File: src/rtl/wb_burst_pkg.sv
package wb_burst_pkg;
  typedef enum logic [1:0] {
    BURST_FIXED = 2'b00,
    BURST_INCR  = 2'b01,
    BURST_WRAP  = 2'b10
  } burst_t;

  localparam int BEAT_BYTES_LOG2 = 3;
  localparam logic [2:0] SIZE_64 = 3'(BEAT_BYTES_LOG2);
endpackage

File: src/rtl/wb_burst_decode.sv
module wb_burst_decode
  import wb_burst_pkg::*;
#(
  parameter int IDX_W = 2,
  parameter int LEN_W = 8
) (
  input  logic             line_valid,
  input  logic             dirty_lo,
  input  logic             dirty_hi,
  input  logic [IDX_W-1:0] trig_idx,
  output logic             issue,
  output logic [IDX_W-1:0] start_idx,
  output burst_t           burst,
  output logic [LEN_W-1:0] len
);
  localparam int LINE_DW = 1 << IDX_W;
  localparam int HALF_DW = LINE_DW / 2;
  localparam logic [LEN_W-1:0] LEN_HALF = LEN_W'(HALF_DW - 1);
  localparam logic [LEN_W-1:0] LEN_FULL = LEN_W'(LINE_DW - 1);

  logic             trig_half;
  logic [IDX_W-2:0] trig_sub;
  logic             sel_half;

  assign trig_half = trig_idx[IDX_W-1];
  assign trig_sub  = trig_idx[IDX_W-2:0];
  assign sel_half  = dirty_hi & ~dirty_lo;

  always_comb begin
    issue     = line_valid & (dirty_lo | dirty_hi);
    start_idx = '0;
    burst     = BURST_INCR;
    len       = LEN_HALF;
    if (dirty_lo && dirty_hi) begin
      len = LEN_FULL;
      if (trig_idx != '0) begin
        start_idx = trig_idx;
        burst     = BURST_WRAP;
      end
    end else begin
      if ((trig_half == sel_half) && (trig_sub != '0)) begin
        start_idx = trig_idx;
        burst     = BURST_WRAP;
      end else begin
        start_idx = {sel_half, {(IDX_W-1){1'b0}}};
      end
    end
  end
endmodule

File: src/rtl/wb_burst_issue.sv
module wb_burst_issue
  import wb_burst_pkg::*;
#(
  parameter int IDX_W = 2,
  parameter int LEN_W = 8
) (
  input  logic             clk,
  input  logic             rst,
  input  logic             accept,
  input  logic             issue,
  input  logic [IDX_W-1:0] start_idx,
  input  burst_t           burst,
  input  logic [LEN_W-1:0] len,
  input  logic             aw_ready,
  output logic             pending,
  output logic [IDX_W-1:0] q_idx,
  output burst_t           q_burst,
  output logic [LEN_W-1:0] q_len
);
  always_ff @(posedge clk) begin
    if (rst) begin
      pending <= 1'b0;
      q_idx   <= '0;
      q_burst <= BURST_FIXED;
      q_len   <= '0;
    end else if (pending) begin
      if (aw_ready) pending <= 1'b0;
    end else if (accept) begin
      pending <= issue;
      if (issue) begin
        q_idx   <= start_idx;
        q_burst <= burst;
        q_len   <= len;
      end
    end
  end
endmodule

File: src/rtl/wb_evict_burst_gen.sv
module wb_evict_burst_gen
  import wb_burst_pkg::*;
#(
  parameter int IDX_W = 2,
  parameter int LEN_W = 8,
  localparam int OFF_W = IDX_W + BEAT_BYTES_LOG2
) (
  input  logic             clk,
  input  logic             rst,
  input  logic             evict_valid,
  output logic             evict_ready,
  input  logic             line_valid,
  input  logic             dirty_lo,
  input  logic             dirty_hi,
  input  logic [IDX_W-1:0] trig_idx,
  output logic             aw_valid,
  input  logic             aw_ready,
  output logic [OFF_W-1:0] aw_off,
  output logic [1:0]       aw_burst,
  output logic [2:0]       aw_size,
  output logic [LEN_W-1:0] aw_len
);
  logic             dec_issue;
  logic [IDX_W-1:0] dec_idx;
  burst_t           dec_burst;
  logic [LEN_W-1:0] dec_len;
  logic             pending;
  logic [IDX_W-1:0] q_idx;
  burst_t           q_burst;

  wb_burst_decode #(.IDX_W(IDX_W), .LEN_W(LEN_W)) u_dec (
    .line_valid (line_valid),
    .dirty_lo   (dirty_lo),
    .dirty_hi   (dirty_hi),
    .trig_idx   (trig_idx),
    .issue      (dec_issue),
    .start_idx  (dec_idx),
    .burst      (dec_burst),
    .len        (dec_len)
  );

  wb_burst_issue #(.IDX_W(IDX_W), .LEN_W(LEN_W)) u_iss (
    .clk       (clk),
    .rst       (rst),
    .accept    (evict_valid & evict_ready),
    .issue     (dec_issue),
    .start_idx (dec_idx),
    .burst     (dec_burst),
    .len       (dec_len),
    .aw_ready  (aw_ready),
    .pending   (pending),
    .q_idx     (q_idx),
    .q_burst   (q_burst),
    .q_len     (aw_len)
  );

  assign evict_ready = ~pending;
  assign aw_valid    = pending;
  assign aw_off      = {q_idx, {BEAT_BYTES_LOG2{1'b0}}};
  assign aw_burst    = q_burst;
  assign aw_size     = SIZE_64;
endmodule

File: config.mk
export PLATFORM = sky130hd
export DESIGN_NAME = wb_evict_burst_gen
export DESIGN_NICKNAME = d
export VERILOG_FILES = /design/src/rtl/wb_burst_pkg.sv /design/src/rtl/wb_burst_decode.sv /design/src/rtl/wb_burst_issue.sv /design/src/rtl/wb_evict_burst_gen.sv
export SDC_FILE = /design/constraint.sdc
export NUM_CORES = 1
export LEC_CHECK = 0
export BUFFER_PORTS_ARGS = -buffer_cell sky130_fd_sc_hd__buf_2
export CORE_MARGIN = 3
export CORE_UTILIZATION = 50
export CTS_CLUSTER_DIAMETER = 80
export DETAILED_ROUTE_END_ITERATION = 16
export PLACE_DENSITY = 0.92
export SYNTH_ARGS = -nofsm -noshare
export SYNTH_HDL_FRONTEND = slang
export SYNTH_HIERARCHICAL = 1
export SYNTH_SLANG_ARGS = --single-unit
File: constraint.sdc
create_clock -name clk -period 1.77 [get_ports clk]
set_input_delay 0.0885 -clock clk [delete_from_list [all_inputs] [get_ports clk]]
set_output_delay 0.0885 -clock clk [all_outputs]
set_load 0.05 [all_outputs]
======== Yosys cells after proc, flatten, opt, wreduce, memory -nomap -nowiden ========
Cells that the tools add are included.
cells by class
  bitwise operators ....................... 6
  muxes and demuxes ....................... 10
  equality and inequality tests ........... 1
  reductions and logical operators ........ 4
operators with widths
  cell                 count
  two-way mux 2 bit    7
  AND 1 bit            3
  two-way mux 1 bit    3
  AND reduction 3 bit  1
  logical AND 1 bit    2
  NOT 1 bit            2
  nonzero test 2 bit   1
  equality test 1 bit  1
  OR 1 bit             1
storage, ports and cells
  input port bits ......................... 9
  output and inout port bits .............. 20
  register bits ........................... 13
  logic and storage cells ................. 25

======== Longest topological paths before layout ========
  depth after elaboration ................. 6
  gate-level depth with buffers ........... 5
  gate-level depth less buffers ........... 5

======== Cells and area by module ========
Netlist, hierarchy kept.
by module, submodules not included
  module              times used  area an instance (um^2)  cells an instance  seq. area each (um^2)
  wb_burst_issue      1           596.8                    56                 260.2
  wb_burst_decode     1           126.4                    21                 0.0
  wb_evict_burst_gen  1           62.6                     10                 0.0

======== Least setup slack after synthesis ========
No wires, ideal clock.
  path kind ............................... reg2reg
  start ................................... register u_iss.pending
  end ..................................... register u_iss.q_burst[0]
  data required time ...................... 1652 ps
  buffers on the path ..................... 2
  period minus slack after synthesis ...... 1400 ps
  stages on the path, launching flop included .. 6
  library setup time ...................... 118 ps
  arrival ................................. 1282 ps
  slack ................................... 370 ps
  cell sequence ........................... dfxtp_1 > nor2b_1 > and3b_1 > buf_6 > buf_12 > mux2i_1
between the ends
  cells in the longest elaborated chain, start to end .. 3
RTL lines
  item                                      line                      source
  start, declared                           wb_burst_issue.sv:15      output logic pending,
  start signal, assigned                    wb_burst_issue.sv:29      pending <= issue;
  NOT 1 bit (no source line) (*)            --
  AND 1 bit                                 wb_evict_burst_gen.sv:45  .accept (evict_valid & evict_ready),
  AND reduction 3 bit (no source line) (*)  --
  end signal, assigned                      wb_burst_issue.sv:32      q_burst <= burst;
  end, declared                             wb_burst_issue.sv:17      output burst_t q_burst,
Mark *: on every way between the ends. The rest lies on a longest branch, timed or not.
A chain may end at the register's enable or synchronous reset.

======== Worst setup path in the final report ========
Same ends and word-level chain as after synthesis.

==> summary.md <==
| Metric | Value |
|---|---|
| Outcome | `finished, final reports clean` |
| RSZ-0062 raised after global routing | `false` |
| Clock root buffer | `clkbuf_4` |
| Clk pwr share | `a little over a quarter` |
| Xor and xnor fraction of the mapped netlist area | `0%` |
| Initial Utilization | `between 50% and 60%` |
| Synthesis Warnings | `6` |
| # rows | `13` |
| Worst setup SP type | `flop` |
| Die ar. | `~0.0021 mm2` |
| Worst EP required | `slightly below 2 ns` |
| Overall global routing resource usage | `14.4%` |
| Period utilisation layout | `approximately 74%` |
| Worst-Skew Late Latency | `about 0.27 ns` |
| Port bufs | `22` |
| Post-Syn Area per Cell | `about 9 um2` |
| Adder-cell share of the synthesized area | `0%` |
| Maximum VDD drop | `0.459 mV` |
| Area Overhead vs Synth | `7.64%` |
| Pleak | `approximately 0.41 nW` |
| Initial antenna violation count | `0` |
| PD cells | `roughly 800 mW/mm2` |
| Number of global-route vias before repair | `508` |
| Gr ovfl total | `0` |
| Combinational Power Share | `25.4%` |
| Post-CTS setup buffers | `0` |
| # hold bufs at CTS | `0` |
| Post-Route Setup TNS | `0 ns` |
| Largest net degree at the start of global routing | `26` |
| Worst Hold Class | `primary input to flop` |
| Simple-Gate Fraction of Synth Area | `27.5%` |
| Crit path max fanout | `8` |
| Post-cts resize count | `0` |
| Most frequent cells in the layout | `nand2b_1 (25), buf_2 (22), conb_1 (13), dfxtp_1 (13), mux2i_1 (12)` |
| Die H | `between 40 and 50 um` |
| First-pass GRT wire length | `2.03 mm` |
| # IOs | `29` |
| Final WL | `between 1 and 1.5 mm` |
| Core ar. | `between 0.001 and 0.0015 mm2` |
| Sw Ratio | `32.8%` |
| Layout Skew | `0.00205 ns` |
| Vias/cell | `roughly 4.4` |
| Wire per inst | `10.0 um` |
| Max clock buf depth | `2` |
| Mux contribution to synthesized area | `15.3%` |
| Synth Area in Compound Gates | `3.82%` |
| Fin. Hold Viols | `0` |
| Seq cells post-synth | `13` |
| Crit. End Element | `flop` |
| Min cycle time layout | `1.31 ns` |
| HPWL after DPL | `roughly 940 um` |
| CTS tree | `yes` |
| Post-Syn Instances | `87` |
| WS Path Type | `flop to flop` |
| DRC | `0` |
| Max-slew violation count | `0` |
| Layout Cells excl Fill | `about 120` |
| TritonCTS Sinks | `13` |
| Final Power | `roughly 660 uW` |
| Hold WS | `around 0.12 ns` |
| Final core area utilization | `just over 60%` |
| Total internal power | `~440 uW` |
| Crit path DAT | `1.51 ns` |
| CTS buffer count | `3` |
| Switch Pwr | `216 uW` |
| Die width | `approximately 46 um` |
| Via count | `~540` |
| H-tree levels | `1` |
| Ant diodes | `0` |
| Iteration count of the initial detailed-routing pass | `1` |
| First DRT Iteration DRCs | `0` |
| Layout cells sized above 1 | `25.5%` |
| Sequential share of power | `roughly 48%` |
| Dpl cells | `roughly 120` |
| Combinational family with the most area after synthesis | `simple AND/OR/NAND/NOR gates` |
| Yosys cell types | `21` |
| Fmax | `765 MHz` |
| Commonest non-fill, non-tap cell in the layout | `nand2b_1` |
| Antenna viol nets, final | `0` |
| GPL Wtd Cong | `~0.67` |
| Post-synthesis sequential area ratio | `about 33%` |
| Synthesized area | `786 um2` |
| Nets | `~120` |
| Setup Viol. Count Final | `0` |
| Clk pin slew, worst setup/hold paths | `roughly 0.07 ns` |
| Max Cap Viol | `0` |
==> area by class of cell <==
type | count | area, um2
fill | 125 | 537
tap | 15 | 18.8
inverter | 2 | 7.51
multi-input combinational | 64 | 415
sequential | 13 | 260
clock buffer | 4 | 26.3
timing repair buffer | 23 | 118
==> power by group through the flow <==
stage / combinational (mW) / clock (mW) / sequential, mW
floorplan: 0.116 / 0 / 0.366
global placement: 0.166 / 0 / 0.319
detailed placement: 0.167 / 0 / 0.320
CTS: 0.168 / 0.191 / 0.313
global route: 0.180 / 0.199 / 0.314
finish: 0.167 / 0.179 / 0.313
==> metrics by stage <==
stage | setup WS (ns) | cell area [um2]
6_report | 0.463 | 846
5_1_grt | 0.314 | 846
4_1_cts | 0.430 | 846
3_5_place_dp | 0.454 | 820
3_3_place_gp | 0.539 | 820
2_1_floorplan | 0.370 | 820
==> Yosys cell counts <==
master    number  area share, %
nor3_1         1           0.64
inv_1          2           0.96
conb_1         4            1.9
nand2b_1      25             20
buf_4         13             12
mux2i_1       12             15
o21a_1         1           0.96
a21oi_1        1           0.64
a21boi_0       1           0.96
nor2b_1        1           0.80
dfxtp_1       13             33
o21ba_1        1            1.3
and2_1         1           0.80
clkbuf_1       2           0.96
or3_1          1           0.80
buf_12         1            2.5
nor3b_1        1           0.96
buf_6          1            1.4
nor2b_2        1            1.1
and3b_1        1            1.1
nor2_1         3            1.4
==> routing by layer <==
metal,track usage (%),wire [um]
met4,8.77,34
met2,23.7,643
met1,14.2,441
met3,7.11,95
met5,0,0
==> final timing paths <==
path	start	to	slack, ns	cells after the start
worst max-delay path	u_iss/pending	u_iss/q_burst[0]	0.46	4
worst min-delay path	aw_ready	u_iss/pending	0.12	3
worst max register to register	u_iss/pending	u_iss/q_burst[0]	0.46	4
worst min register to register	u_iss/q_len[7]	u_iss/q_len[7]	0.47	2
==> worst max-delay path, stage by stage (launching register included) <==
cell and delay (ns):
dfxtp_1 0.33, nor2b_1 0.10, and3b_1 0.34, buf_4 0.25
mux2i_1 0.20
==> state kept, by name, summed over array words and instances, names as in the netlist <==
name           cells
u_iss/q_idx        2
u_iss/q_burst      2
u_iss/pending      1
u_iss/q_len        8
==> cells by family (layout without fill, tap and decap cells) <==
group / count (synthesis) / in the layout
compound gates: 4 / 4
buf+inv: 19 / 29
flops: 13 / 13
mux: 12 / 12
other cells: 4 / 13
simple gates: 35 / 35
No activity file was read; power rests on OpenSTA's default activity.
